$ cat config.mk
export PLATFORM = sky130hd
export DESIGN_NAME = dual_match_timer
export DESIGN_NICKNAME = d
export VERILOG_FILES = /design/src/rtl/dmt_pkg.sv /design/src/rtl/dmt_ctrl.sv /design/src/rtl/dmt_datapath.sv /design/src/rtl/dual_match_timer.sv
export SDC_FILE = /design/constraint.sdc
export NUM_CORES = 1
export LEC_CHECK = 0
export BUFFER_PORTS_ARGS = -buffer_cell sky130_fd_sc_hd__clkbuf_2
export CAP_MARGIN = 20
export CORE_AREA = 2 2 98 137
export DETAILED_ROUTE_END_ITERATION = 8
export DIE_AREA = 0 0 100 139
export HOLD_SLACK_MARGIN = 0.02
export PLACE_DENSITY = 0.64
export SYNTH_ARGS = -nofsm -noshare
export SYNTH_HDL_FRONTEND = slang
export SYNTH_SLANG_ARGS = --single-unit
$ cat constraint.sdc
create_clock -name clk -period 2.7 [get_ports clk]
set_clock_uncertainty 0.2 [all_clocks]
set_input_delay 0.27 -clock clk [delete_from_list [all_inputs] [get_ports clk]]
set_output_delay 0.27 -clock clk [all_outputs]
set_load 0.02 [all_outputs]
$ cat src/rtl/dmt_pkg.sv
package dmt_pkg;

  // control word layout (bit positions decoded by the host)
  localparam int DIV_SEL_W    = 2;
  localparam int IRQ_EN_BIT   = 6;
  localparam int FIXED_BIT    = 7;
  localparam int REGS_PER_CH  = 3;

  // prescaler shape: divide = 2^(DIV_BASE_LOG2 + DIV_STEP_LOG2 * select)
  localparam int DIV_BASE_LOG2 = 3;
  localparam int DIV_STEP_LOG2 = 2;
  localparam int DIV_SEL_MAX   = (1 << DIV_SEL_W) - 1;
  localparam int PRE_W         = DIV_BASE_LOG2 + DIV_STEP_LOG2 * DIV_SEL_MAX;

  // per-channel strobes and settings handed from control to datapath
  typedef struct packed {
    logic                 run;
    logic                 irqEn;
    logic [DIV_SEL_W-1:0] divSel;
    logic                 wrCount;
    logic                 wrMatch;
  } chStrobe_t;

endpackage

$ cat src/rtl/dmt_ctrl.sv
module dmt_ctrl
  import dmt_pkg::*;
#(
  parameter int NUM_CH = 2,
  parameter int DATA_W = 16,
  parameter int ADDR_W = 4
) (
  input  logic                           clk,
  input  logic                           rst,
  input  logic                           busSel,
  input  logic                           busWrite,
  input  logic [ADDR_W-1:0]              busAddr,
  input  logic [DATA_W-1:0]              busWdata,
  input  logic [NUM_CH-1:0][DATA_W-1:0]  cntVal,
  input  logic [NUM_CH-1:0][DATA_W-1:0]  matchVal,
  output chStrobe_t [NUM_CH-1:0]         strobes,
  output logic [DATA_W-1:0]              busRdata
);

  localparam int IDX_W = ADDR_W - 1;
  localparam logic [IDX_W-1:0] START_IDX = '0;

  logic [IDX_W-1:0]             regIdx;
  logic                         wrEn;
  logic [NUM_CH-1:0]            runBits;
  logic [NUM_CH-1:0][DATA_W-1:0] ctlWord;
  logic                         unusedAddrData;

  assign regIdx = busAddr[ADDR_W-1:1];
  assign wrEn   = busSel & busWrite;
  assign unusedAddrData = ^{busAddr[0], busWdata};

  // shared start word: one run bit per channel
  always_ff @(posedge clk) begin
    if (rst) begin
      runBits <= '0;
    end else if (wrEn && regIdx == START_IDX) begin
      runBits <= busWdata[NUM_CH-1:0];
    end
  end

  for (genvar ch = 0; ch < NUM_CH; ch++) begin : g_chCtl
    localparam logic [IDX_W-1:0] CTL_IDX   = IDX_W'(1 + REGS_PER_CH * ch);
    localparam logic [IDX_W-1:0] CNT_IDX   = IDX_W'(2 + REGS_PER_CH * ch);
    localparam logic [IDX_W-1:0] MATCH_IDX = IDX_W'(3 + REGS_PER_CH * ch);

    logic [DIV_SEL_W-1:0] divSel;
    logic                 irqEn;

    always_ff @(posedge clk) begin
      if (rst) begin
        divSel <= '0;
        irqEn  <= 1'b0;
      end else if (wrEn && regIdx == CTL_IDX) begin
        divSel <= busWdata[DIV_SEL_W-1:0];
        irqEn  <= busWdata[IRQ_EN_BIT];
      end
    end

    always_comb begin
      ctlWord[ch]                   = '0;
      ctlWord[ch][DIV_SEL_W-1:0]    = divSel;
      ctlWord[ch][IRQ_EN_BIT]       = irqEn;
      ctlWord[ch][FIXED_BIT]        = 1'b1;
    end

    assign strobes[ch].run     = runBits[ch];
    assign strobes[ch].irqEn   = irqEn;
    assign strobes[ch].divSel  = divSel;
    assign strobes[ch].wrCount = wrEn && (regIdx == CNT_IDX);
    assign strobes[ch].wrMatch = wrEn && (regIdx == MATCH_IDX);
  end

  // read mux, combinational from current state
  always_comb begin
    busRdata = '0;
    if (regIdx == START_IDX) begin
      busRdata[NUM_CH-1:0] = runBits;
    end
    for (int c = 0; c < NUM_CH; c++) begin
      if (regIdx == IDX_W'(1 + REGS_PER_CH * c)) busRdata = ctlWord[c];
      if (regIdx == IDX_W'(2 + REGS_PER_CH * c)) busRdata = cntVal[c];
      if (regIdx == IDX_W'(3 + REGS_PER_CH * c)) busRdata = matchVal[c];
    end
  end

endmodule

$ cat src/rtl/dmt_datapath.sv
module dmt_datapath
  import dmt_pkg::*;
#(
  parameter int NUM_CH = 2,
  parameter int CNT_W  = 16
) (
  input  logic                          clk,
  input  logic                          rst,
  input  chStrobe_t [NUM_CH-1:0]        strobes,
  input  logic [CNT_W-1:0]              wrData,
  output logic [NUM_CH-1:0][CNT_W-1:0]  cntVal,
  output logic [NUM_CH-1:0][CNT_W-1:0]  matchVal,
  output logic [NUM_CH-1:0]             irqOut
);

  for (genvar ch = 0; ch < NUM_CH; ch++) begin : g_chPath
    logic [PRE_W-1:0] preCnt;
    logic [PRE_W-1:0] divLast;
    logic             tick;
    logic             hit;
    logic [CNT_W-1:0] count;
    logic [CNT_W-1:0] match;
    logic             irqQ;

    // last prescaler phase for the selected ratio
    always_comb begin
      divLast = '0;
      for (int s = 0; s <= DIV_SEL_MAX; s++) begin
        if (strobes[ch].divSel == DIV_SEL_W'(s)) begin
          divLast = PRE_W'((1 << (DIV_BASE_LOG2 + DIV_STEP_LOG2 * s)) - 1);
        end
      end
    end

    // >= so a ratio lowered mid-run still ends the phase at once
    assign tick = strobes[ch].run && (preCnt >= divLast);
    assign hit  = tick && (count == match);

    always_ff @(posedge clk) begin
      if (rst || !strobes[ch].run) begin
        preCnt <= '0;
      end else if (tick) begin
        preCnt <= '0;
      end else begin
        preCnt <= preCnt + 1'b1;
      end
    end

    always_ff @(posedge clk) begin
      if (rst) begin
        count <= '0;
      end else if (strobes[ch].wrCount) begin
        count <= wrData;
      end else if (hit) begin
        count <= '0;
      end else if (tick) begin
        count <= count + 1'b1;
      end
    end

    always_ff @(posedge clk) begin
      if (rst) begin
        match <= '1;
      end else if (strobes[ch].wrMatch) begin
        match <= wrData;
      end
    end

    always_ff @(posedge clk) begin
      if (rst) begin
        irqQ <= 1'b0;
      end else begin
        irqQ <= hit && strobes[ch].irqEn && !strobes[ch].wrCount;
      end
    end

    assign cntVal[ch]   = count;
    assign matchVal[ch] = match;
    assign irqOut[ch]   = irqQ;
  end

endmodule

$ cat src/rtl/dual_match_timer.sv
module dual_match_timer
  import dmt_pkg::*;
#(
  parameter int NUM_CH = 2,
  parameter int DATA_W = 16,
  parameter int ADDR_W = 4
) (
  input  logic              clk,
  input  logic              rst,
  input  logic              busSel,
  input  logic              busWrite,
  input  logic [ADDR_W-1:0] busAddr,
  input  logic [DATA_W-1:0] busWdata,
  output logic [DATA_W-1:0] busRdata,
  output logic [NUM_CH-1:0] irqOut
);

  chStrobe_t [NUM_CH-1:0]        strobes;
  logic [NUM_CH-1:0][DATA_W-1:0] cntVal;
  logic [NUM_CH-1:0][DATA_W-1:0] matchVal;

  dmt_ctrl #(
    .NUM_CH (NUM_CH),
    .DATA_W (DATA_W),
    .ADDR_W (ADDR_W)
  ) u_ctrl (
    .clk      (clk),
    .rst      (rst),
    .busSel   (busSel),
    .busWrite (busWrite),
    .busAddr  (busAddr),
    .busWdata (busWdata),
    .cntVal   (cntVal),
    .matchVal (matchVal),
    .strobes  (strobes),
    .busRdata (busRdata)
  );

  dmt_datapath #(
    .NUM_CH (NUM_CH),
    .CNT_W  (DATA_W)
  ) u_datapath (
    .clk      (clk),
    .rst      (rst),
    .strobes  (strobes),
    .wrData   (busWdata),
    .cntVal   (cntVal),
    .matchVal (matchVal),
    .irqOut   (irqOut)
  );

endmodule

==> results.txt <==
Top cells by area, synth -> dfxtp_1, xnor2_1, nor2_1
Slew of the pin with the lowest slew margin -> 702 ps
M1 wire length -> 6.93 mm
Worst Path Required -> 2750 ps
Root buf cell -> clkbuf_16
Wire length on met2 -> 7.99 mm
Crit path DAT -> 2560 ps
Cell area after synthesis -> 5590 µm²
N_diodes -> 0
Final period util -> 0.928
Slew margin rel. -> 0.530
Hold Vio Cnt, Final -> 0
FF-to-FF path depth -> 7
VDD IR max -> 0.270 mV
Final core occ -> 0.496
Clk buf depth -> 2
Vias -> 5492
RSZ-0062 raised after global routing -> false
Area delta synth->final -> 13.2%
Min-Delay Path Class -> primary input to flip-flop
LEAKAGE -> 2.30 nW
Synth unique cells -> 64
Filler instances -> 1257
Num CTS Buffers -> 9
End of the critical path -> u_datapath.g_chPath[0].count[8]$_SDFFE_PP0P_
Share of layout cells above drive strength 1 -> 0.137
Final setup fails -> 0
Largest net degree at the start of global routing -> 33
Starting Density -> 0.438
#FFs+latches synth -> 92
Cells after Synth -> 712
Post-synth top area share -> 0.330
Total die area -> 13900 µm²
Core area -> 12800 µm²
Max Slew Vio Count -> 0
Clock transition at path regs -> 70 ps
Pwr dens -> 474 nW/µm²
Hold Crit Start -> busWdata[11]
Final Routed Wirelength -> 16.4 mm
Critical R2R Capture -> u_datapath.g_chPath[0].count[8]$_SDFFE_PP0P_
Total Power -> 3.00 mW
First-pass GRT wire length -> 26.6 mm
Via/cell ratio -> 6.07
Clock Latency Late Sink -> 350 ps
Status -> complete, no violations
Post-route minimum period -> 2510 ps
Crit Path Max Fanout -> 21
# clock sinks -> 92
Sequential fraction of the synthesis area -> 0.330
WHS -> 35.6 ps
# IOs -> 42
EDFF count, synth -> 0
Final antenna-violating net count -> 0
Reg2Reg Launch Point -> u_datapath.g_chPath[0].preCnt[5]$_SDFF_PP0_
Max_cap viols -> 0
Drt drc -> 0
Global route total overflow -> 0
DP HPWL -> 12.0 mm
Setup TNS -> 0 ps
Avg Cell Area, Syn -> 7.85 µm²
Total Routing Usage GR -> 0.237
Port bufs -> 40
Final worst setup slack -> 193 ps
Place WS -> 89.8 ps
Hold-critical path depth -> 2
Fmax -> 399 MHz
CP startpoint -> u_datapath.g_chPath[0].preCnt[5]$_SDFF_PP0_
WS Path Type -> flip-flop to flip-flop
Vias in the first global route -> 5352
Routed len/inst -> 18.2 µm
Die W -> 100 µm
FFs w/ async S/R, synth -> 0
Ys flop type -> dfxtp_1
Most numerous cell in the Yosys netlist -> dfxtp_1
Highest routed layer -> met4
Ys Warns -> 0
Slack of the worst reg-to-reg path -> 190 ps
Initial antenna violation count -> 0
Yosys top cell by area -> dfxtp_1
Startpoint types -> flip-flop
CTS tree -> done
FP Rows -> 49
H-tree depth -> 3
Metal3 WL -> 844 µm
Iter 0 DRT Violations -> 377
Routability cong. -> 0.866
Number of iterations in the first detailed-routing pass -> 5
Setup crit end kind -> flip-flop
Post-synth top cells -> dfxtp_1, nor2_1, nand2_1, clkbuf_1, xnor2_1
Final #Nets -> 786
Die Ht -> 139 µm
==> logic make-up (layout without fill, tap and decap cells) <==
family	count (synthesis)	in the layout	share of synthesized area
simple gates	306	306	0.276
flops	92	92	0.330
fa+ha+maj	15	15	0.0336
xor+xnor	46	46	0.0721
other cells	1	2	0.000671
mux	11	11	0.0222
compound gates	175	175	0.216
buf+inv	66	105	0.0499
==> layout by cell type (no fill, tap or decap), types with 7 or more instances in the layout <==
cell	netlist	layout
nand3_1	27	27
or4_1	8	8
o21ai_0	17	17
clkbuf_2	0	40
a211o_1	16	16
ha_1	15	15
o21ai_1	32	32
a311oi_1	12	12
a22oi_1	12	12
xor2_1	7	7
nor2_1	88	87
o21a_1	11	11
a211oi_1	7	7
nand3b_1	18	18
xnor2_1	39	39
clkbuf_16	0	9
a21oi_1	23	23
nand4_1	19	19
nor3_1	8	8
dfxtp_1	92	91
nor4_1	10	8
a31oi_1	8	8
mux2i_1	9	9
or4b_1	7	7
nand2_1	79	79
nor2b_1	18	18
inv_1	12	12
and3_1	9	9
buf_4	2	35
==> how the worst min path moves through the flow <==
| stage | endpoint |
|---|---|
| 2_1_floorplan | u_datapath.g_chPath[1].count[14]$_SDFFE_PP0P_ |
| 3_3_place_gp | u_datapath.g_chPath[1].preCnt[0]$_SDFF_PP0_ |
| 3_5_place_dp | u_datapath.g_chPath[1].preCnt[0]$_SDFF_PP0_ |
| 4_1_cts | u_datapath.g_chPath[1].match[9]$_SDFFE_PP1P_ |
| 5_1_grt | u_datapath.g_chPath[1].match[9]$_SDFFE_PP1P_ |
| 6_report | u_datapath.g_chPath[1].match[11]$_SDFFE_PP1P_ |
==> timing repair <==
| action | 4_1_cts | 5_1_grt |
|---|---|---|
| buffers inserted | 0 | 0 |
| resized for setup | 0 | 4 |
| hold buffers | 0 | 0 |
| setup endpoints to repair | 0 | 13 |
==> layout make-up <==
| type | instances | area (µm²) | area share |
|---|---|---|---|
| Inverter | 14 | 52.6 | 0.00831 |
| Tap cell | 153 | 191 | 0.0303 |
| Clock buffer | 11 | 243 | 0.0384 |
| Multi-Input combinational cell | 555 | 3490 | 0.553 |
| Sequential cell | 92 | 1840 | 0.291 |
| Clock inverter | 5 | 36.3 | 0.00574 |
| Timing Repair Buffer | 75 | 463 | 0.0732 |
==> critical path, stage by stage, from the launching register on <==
cell and delay (ps):
dfxtp_1 380, ha_1 200, nand2_1 60, a22o_1 200, a21oi_1 320, o21ai_4 220, or4b_1 550, a311oi_1 270
==> power breakdown <==
part           switching (mW)  internal (mW)
logic                   0.207          0.137
clock network           0.563          0.652
registers              0.0479           1.39
total                   0.818           2.18
==> stage by stage <==
stage          instance area, µm²  cells
6_report                     6320    905
5_1_grt                      6320    905
4_1_cts                      6310    905
3_5_place_dp                 6030    889
3_3_place_gp                 6030    889
2_1_floorplan                5590    713
==> routing by layer <==
layer	up-vias	global-route usage
met5	-	0
met4	0	0.111
met3	49	0.0338
met2	185	0.404
met1	2600	0.291
li1	2658	-
==> registers in the layout (all words and copies together), names as in the netlist <==
name,flops
u_datapath.g_chPath.count,32
u_datapath.g_chPath.match,32
u_datapath.g_chPath.preCnt,18
u_ctrl.g_chCtl.divSel,4
u_ctrl.g_chCtl.irqEn,2
u_ctrl.runBits,2
u_datapath.g_chPath.irqQ,2
(Power assumes the default switching activity.)
